## config.mk

```make
export PLATFORM = sky130hd
export DESIGN_NAME = irq_coalesce_engine
export DESIGN_NICKNAME = d
export VERILOG_FILES = /design/src/rtl/irq_pq_pkg.sv /design/src/rtl/irq_pq_slot.sv /design/src/rtl/irq_ntf_queue.sv /design/src/rtl/irq_coalesce_engine.sv
export SDC_FILE = /design/constraint.sdc
export NUM_CORES = 1
export LEC_CHECK = 0
export ABC_AREA = 1
export ABC_CLOCK_PERIOD_IN_PS = 3450
export BUFFER_PORTS_ARGS = -buffer_cell sky130_fd_sc_hd__buf_2
export CORE_MARGIN = 3
export CORE_UTILIZATION = 55
export DETAILED_ROUTE_END_ITERATION = 12
export PLACE_DENSITY = 0.74
export SLEW_MARGIN = 10
export SYNTH_ARGS = -nofsm -noshare
export SYNTH_HDL_FRONTEND = slang
export SYNTH_SLANG_ARGS = --single-unit
```

## constraint.sdc

```tcl
create_clock -name clk -period 3.45 [get_ports clk]
set_input_delay 0.8625 -clock clk [delete_from_list [all_inputs] [get_ports clk]]
set_output_delay 0.8625 -clock clk [all_outputs]
set_load 0.02 [all_outputs]
```

## src/rtl/irq_pq_pkg.sv

```systemverilog
package irq_pq_pkg;

    // P is bit 1, Q is bit 0
    localparam logic [1:0] PQ_IDLE   = 2'b00;
    localparam logic [1:0] PQ_OFF    = 2'b01;
    localparam logic [1:0] PQ_PEND   = 2'b10;
    localparam logic [1:0] PQ_QUEUED = 2'b11;

    localparam logic [1:0] OP_TRIG = 2'd0;
    localparam logic [1:0] OP_EOI  = 2'd1;
    localparam logic [1:0] OP_SET  = 2'd2;
    localparam logic [1:0] OP_READ = 2'd3;

    typedef struct packed {
        logic [1:0] pq;
        logic       fire;
    } step_t;

    function automatic step_t step_trigger(logic [1:0] pq);
        step_t r;
        r.fire = 1'b0;
        case (pq)
            PQ_IDLE:  begin r.pq = PQ_PEND; r.fire = 1'b1; end
            PQ_OFF:   r.pq = PQ_OFF;
            default:  r.pq = PQ_QUEUED;
        endcase
        return r;
    endfunction

    function automatic step_t step_eoi(logic [1:0] pq);
        step_t r;
        r.fire = 1'b0;
        case (pq)
            PQ_QUEUED: begin r.pq = PQ_PEND; r.fire = 1'b1; end
            PQ_OFF:    r.pq = PQ_OFF;
            default:   r.pq = PQ_IDLE;
        endcase
        return r;
    endfunction

    // level rule: only an idle source moves and fires
    function automatic step_t step_level(logic [1:0] pq);
        step_t r;
        r.pq   = pq;
        r.fire = 1'b0;
        if (pq == PQ_IDLE) begin
            r.pq   = PQ_PEND;
            r.fire = 1'b1;
        end
        return r;
    endfunction

endpackage

```

## src/rtl/irq_pq_slot.sv

```systemverilog
module irq_pq_slot
    import irq_pq_pkg::*;
(
    input  logic       clk,
    input  logic       rst_n,
    input  logic       level_i,
    input  logic       line_i,
    input  logic       hit_i,
    input  logic [1:0] op_i,
    input  logic [1:0] set_pq_i,
    output logic [1:0] pq_o,
    output logic [1:0] seen_pq_o,
    output logic [1:0] ntf_cnt_o,
    output logic       proto_err_o
);

    typedef struct packed {
        logic [1:0] pq;
        logic       asserted;
        logic       line;
    } slot_t;

    slot_t st_q, st_d;

    logic       rise, fall;
    logic [1:0] pq_h, pq_c;
    logic       asr_h, n_h, n_c;
    step_t      s_h, s_c, s_r;

    always_comb begin
        rise  = line_i & ~st_q.line;
        fall  = ~line_i & st_q.line;
        pq_h  = st_q.pq;
        asr_h = st_q.asserted;
        n_h   = 1'b0;
        s_h   = step_trigger(st_q.pq);
        s_r   = step_level(st_q.pq);

        // stage 1: hardware line
        if (level_i) begin
            if (rise) begin
                asr_h = 1'b1;
                pq_h  = s_r.pq;
                n_h   = s_r.fire;
            end else if (fall) begin
                asr_h = 1'b0;
            end
        end else if (rise) begin
            pq_h = s_h.pq;
            n_h  = s_h.fire;
        end

        // stage 2: command on the post-line state
        pq_c        = pq_h;
        n_c         = 1'b0;
        proto_err_o = 1'b0;
        s_c         = '0;
        if (hit_i) begin
            case (op_i)
                OP_TRIG: begin
                    s_c         = step_trigger(pq_h);
                    pq_c        = s_c.pq;
                    n_c         = s_c.fire;
                    proto_err_o = level_i && (s_c.pq == PQ_QUEUED);
                end
                OP_EOI: begin
                    s_c  = step_eoi(pq_h);
                    pq_c = s_c.pq;
                    n_c  = s_c.fire;
                    if (level_i && asr_h) begin
                        s_c  = step_level(pq_c);
                        pq_c = s_c.pq;
                        n_c  = s_c.fire;
                    end
                end
                OP_SET:  pq_c = set_pq_i;
                default: pq_c = pq_h;
            endcase
        end

        st_d.pq       = pq_c;
        st_d.asserted = asr_h;
        st_d.line     = line_i;

        seen_pq_o = pq_h;
        ntf_cnt_o = {1'b0, n_h} + {1'b0, n_c};
        pq_o      = st_q.pq;
    end

    always_ff @(posedge clk) begin
        if (!rst_n) begin
            st_q.pq       <= PQ_OFF;
            st_q.asserted <= 1'b0;
            st_q.line     <= 1'b0;
        end else begin
            st_q <= st_d;
        end
    end

endmodule

```

## src/rtl/irq_ntf_queue.sv

```systemverilog
module irq_ntf_queue #(
    parameter int NUM_SRC = 8,
    parameter int CNT_W   = 2,
    parameter int IDX_W   = 3
) (
    input  logic                           clk,
    input  logic                           rst_n,
    input  logic [NUM_SRC-1:0][1:0]        add_i,
    output logic                           valid_o,
    output logic [IDX_W-1:0]               idx_o
);

    localparam int SUM_W = CNT_W + 2;
    localparam logic [SUM_W-1:0] CNT_MAX = SUM_W'((1 << CNT_W) - 1);

    typedef struct packed {
        logic [NUM_SRC-1:0][CNT_W-1:0] cnt;
    } queue_t;

    queue_t q_q, q_d;
    logic [SUM_W-1:0] sum;

    always_comb begin
        valid_o = 1'b0;
        idx_o   = '0;
        for (int i = NUM_SRC - 1; i >= 0; i--) begin
            if (q_q.cnt[i] != '0) begin
                valid_o = 1'b1;
                idx_o   = IDX_W'(i);
            end
        end
        for (int i = 0; i < NUM_SRC; i++) begin
            sum = SUM_W'(q_q.cnt[i]) + SUM_W'(add_i[i]);
            if (valid_o && (idx_o == IDX_W'(i))) begin
                sum = sum - SUM_W'(1);
            end
            if (sum > CNT_MAX) begin
                sum = CNT_MAX;
            end
            q_d.cnt[i] = sum[CNT_W-1:0];
        end
    end

    always_ff @(posedge clk) begin
        if (!rst_n) begin
            q_q <= '0;
        end else begin
            q_q <= q_d;
        end
    end

endmodule

```

## src/rtl/irq_coalesce_engine.sv

```systemverilog
module irq_coalesce_engine
    import irq_pq_pkg::*;
#(
    parameter int NUM_SRC   = 8,
    parameter int NTF_CNT_W = 2,
    localparam int IDX_W    = (NUM_SRC > 1) ? $clog2(NUM_SRC) : 1
) (
    input  logic               clk,
    input  logic               rst_n,
    input  logic               cfg_we_i,
    input  logic [NUM_SRC-1:0] cfg_level_i,
    input  logic [NUM_SRC-1:0] hw_line_i,
    input  logic               cmd_valid_i,
    input  logic [1:0]         cmd_op_i,
    input  logic [IDX_W-1:0]   cmd_idx_i,
    input  logic [1:0]         cmd_pq_i,
    output logic               rsp_valid_o,
    output logic [1:0]         rsp_pq_o,
    output logic               err_o,
    output logic               ntf_valid_o,
    output logic [IDX_W-1:0]   ntf_idx_o
);

    typedef struct packed {
        logic       rsp_valid;
        logic [1:0] rsp_pq;
        logic       err;
    } top_t;

    top_t top_q, top_d;

    logic [NUM_SRC-1:0]      level_q;
    logic [NUM_SRC-1:0][1:0] pq_vec;
    logic [NUM_SRC-1:0][1:0] seen_vec;
    logic [NUM_SRC-1:0][1:0] ntf_add;
    logic [NUM_SRC-1:0]      err_vec;

    // type configuration is kept across reset on purpose
    always_ff @(posedge clk) begin
        if (cfg_we_i) begin
            level_q <= cfg_level_i;
        end
    end

    for (genvar g = 0; g < NUM_SRC; g++) begin : g_slot
        irq_pq_slot u_slot (
            .clk         (clk),
            .rst_n       (rst_n),
            .level_i     (level_q[g]),
            .line_i      (hw_line_i[g]),
            .hit_i       (cmd_valid_i && (cmd_idx_i == IDX_W'(g))),
            .op_i        (cmd_op_i),
            .set_pq_i    (cmd_pq_i),
            .pq_o        (pq_vec[g]),
            .seen_pq_o   (seen_vec[g]),
            .ntf_cnt_o   (ntf_add[g]),
            .proto_err_o (err_vec[g])
        );
    end

    irq_ntf_queue #(
        .NUM_SRC (NUM_SRC),
        .CNT_W   (NTF_CNT_W),
        .IDX_W   (IDX_W)
    ) u_queue (
        .clk     (clk),
        .rst_n   (rst_n),
        .add_i   (ntf_add),
        .valid_o (ntf_valid_o),
        .idx_o   (ntf_idx_o)
    );

    always_comb begin
        top_d.rsp_valid = cmd_valid_i;
        top_d.rsp_pq    = '0;
        for (int i = 0; i < NUM_SRC; i++) begin
            if (cmd_idx_i == IDX_W'(i)) begin
                top_d.rsp_pq = seen_vec[i];
            end
        end
        top_d.err = |err_vec;
    end

    always_ff @(posedge clk) begin
        if (!rst_n) begin
            top_q <= '0;
        end else begin
            top_q <= top_d;
        end
    end

    assign rsp_valid_o = top_q.rsp_valid;
    assign rsp_pq_o    = top_q.rsp_pq;
    assign err_o       = top_q.err;

endmodule

```

==> flow_summary_export.csv <==
group,metric,value,unit
status,status,"complete, no violations",
sta,drv_slew,0,
worst_setup_path,cp_max_fo,3,
global_route,grt_max_degree,25,
route,wl_per_cell,13.4,um
placed_design,placed_area,0.00466,mm^2
yosys,synthTopCellsByArea,"dfxtp_1 24%, inv_1 10%, nand2_1 9.5%, nor2_1 7.2%, ha_1 7.0%",
global_route,overflow,0,
sta,finalSetupViolations,0,
clock_network,cts_sinks,60,
yosys,ys.flop_type,"dfxtp_1",
clock_network,clk_latency,350,ps
layout,syn_to_final_growth,13.9,%
worst_setup_path,critPathArrivalTime,3420,ps
clock_network,tritoncts,"built",
yosys,syn-cell-area,0.00430,mm^2
clock_network,cts.clk_slew.worst_paths,70,ps
floorplanning,die_x,94.4,um
worst_setup_path,crit_chain,"buf_2 -> o31ai_1 -> o21ai_0 -> nand2_1 -> nand2_1 -> nand3_1 -> or2_2 -> a21oi_1 -> fa_1 -> ha_1 -> inv_1 -> ha_1 -> xnor2_1 -> inv_1 -> nand4_1 -> nand3_1 -> nor2_1 -> nor2_1",
placed_design,dp.cells,763,
layout,fin_util,0.661,
floorplanning,start_util,0.580,
global_route,grt_use_total,0.248,
yosys,yosys-top-cells-count,"120 x inv_1, 109 x nand2_1, 82 x nor2_1",
layout,final_nets,734,
clock_network,hold_buffers,0,
layout,drive_gt1_frac,0.137,
yosys,ys_seq_elements,60,
yosys,syn_area_per_cell,6.87,um^2
sta,fin_crit_sh,0.931,
layout,antennaDiodeCount,0,
route,vias,4170,
yosys,synth-seq-area-share,0.298,
worst_setup_path,critPathLaunchType,"primary input",
yosys,syn_inst,626,
worst_setup_path,critPathKind,"primary input to flop",
route,ant_nets,0,
sta,hold_ws,579,ps
sta,grt_setup_unrepaired,"false",
yosys,synth_top_area_share,0.242,
layout,postLayoutCellArea,0.00490,mm^2
route,drc_errors,0,
clock_network,ctsResizeCount,0,
placed_design,place.gp.congestion,0.904,
job,drv_cap,0,
pwr,power_leakage,2.30,nW
yosys,synth_most_common_cell,"inv_1",
route,routed_via_density,5.35,
clock_network,numCtsBuffers,9,
global_route,antenna_found_initial,0,
floorplanning,die_h,94.4,um
sta,fmax,311,MHz
global_route,grt_pass1_wl,17200,um
layout,stdcell_count,779,
route,dr.pass1.iters,5,
pwr,power_density,604,mW/mm^2
sta,finClkSkew,6.36,ps
pwr,power,2.96,mW
layout,nFillCells,654,
floorplanning,core.rowCount,31,
worst_setup_path,end_kind,"flop",
yosys,synth_cell_types,40,
sta,tightest_slew,936,ps
sta,hold_viol,0,
placed_design,io_buffers,34,
route,drt-total-wl,10400,um
yosys,synth_edf_count,8,
clock_network,htreeDepth,3,
pwr,ir_worst_vdd,287,uV
sta,finalCriticalPeriod,3210,ps
clock_network,post_cts.repair.setup_buffers,0,
route,drtIter0Drc,253,
worst_setup_path,cp_slowest_cell,"fa_1",
clock_network,cts_root_buffer,"clkbuf_8",
global_route,first_global_vias,3903,
yosys,synth_area_leader_cell,"dfxtp_1",
hold_path,min_path_type,"flop to flop",
yosys,ys_warn_count,0,
clock_network,cts_buffer_depth,2,
placed_design,dpl.hpwl,7970,um
worst_setup_path,reg2reg_slack,380,ps
floorplanning,core_area,0.00741,mm^2
worst_setup_path,critPathMaxStageDelay,440,ps
yosys,synth_nets,685,
yosys,synth-async-reset-ratio,0,
worst_setup_path,required,3660,ps
floorplanning,dieArea,0.00891,mm^2
sta,slew_headroom,0.376,
floorplanning,io_pins,35,
## path summary, 6_finish.rpt
| path | startpoint | endpoint | cells past startpoint |
|---|---|---|---|
| setup / recovery | hw_line_i[4] | u_queue.q_q[9]$_SDFF_PN0_ | 18 |
| hold / removal | g_slot[6].u_slot.st_q[1]$_SDFF_PN0_ | g_slot[6].u_slot.st_q[1]$_SDFF_PN0_ | 4 |
| setup reg to reg | level_q[4]$_DFFE_PP_ | u_queue.q_q[9]$_SDFF_PN0_ | 18 |
| hold reg to reg | g_slot[6].u_slot.st_q[1]$_SDFF_PN0_ | g_slot[6].u_slot.st_q[1]$_SDFF_PN0_ | 4 |
## state kept, by name, indices dropped and copies added, names as in the netlist
register / count
err_o: 1
rsp_pq_o: 2
g_slot.u_slot.pq_o: 16
level_q: 8
u_queue.q_q: 16
rsp_valid_o: 1
g_slot.u_slot.st_q: 16
## layout by cell type, fill, tap and decap left out, types with 3 or more instances in the layout
cell,n
xor2_1,9
inv_2,3
clkbuf_8,10
nor2_2,8
a41oi_1,8
buf_4,15
bufinv_16,3
dfxtp_1,52
nand2_2,3
nand2_1,109
o311ai_0,4
o21a_1,3
nand4_1,13
ha_1,24
xnor2_1,4
buf_2,34
nor3_1,31
fa_1,8
o21ai_0,45
edfxtp_1,8
nand3_1,25
or2_2,3
inv_1,120
a21oi_1,17
nor2_1,82
o21ai_1,5
o31ai_1,8
a31oi_1,4
o22ai_1,3
## through the flow
stage	setup TNS [ps]	worst slack, ps
detailed placement	-13.0	-13.0
global placement	0	85.7
finish	0	240
global route	0	32.6
floorplan	0	374
CTS	0	236
## metal layers
metal | wire length, um | global-route usage
met1 | 4640 | 0.317
met2 | 4860 | 0.415
met5 | 0 | 0
met3 | 696 | 0.0494
met4 | 217 | 0.0903
## worst max-delay path: cells and delay by family
kind / cells / cell delay [ps]
fa+ha+maj: 3 / 950
buf+inv: 3 / 220
simple gates: 8 / 710
compound gates: 3 / 460
xor+xnor: 1 / 220
## power by group
part           total, mW  internal [mW]  switching [mW]
Clock              0.774          0.496           0.278
Sequential         0.885          0.799          0.0854
Combinational       1.30          0.451           0.846
## kinds of logic after synthesis
family          share of synthesized area
fa+ha+maj                           0.107
compound gates                      0.140
xor+xnor                           0.0265
flops                               0.298
simple gates                        0.309
buf+inv                             0.119
## layout make-up
| cell class | count | area (um^2) | share of cell area |
|---|---|---|---|
| Tap cell | 99 | 124 | 0.0253 |
| Clock inverter | 5 | 98.8 | 0.0202 |
| Sequential cell | 60 | 1280 | 0.262 |
| Clock buffer | 11 | 141 | 0.0289 |
| Inverter | 123 | 462 | 0.0943 |
| Timing Repair Buffer | 49 | 283 | 0.0578 |
| Multi-Input combinational cell | 432 | 2510 | 0.512 |
No activity file was read; power rests on OpenSTA's default activity.
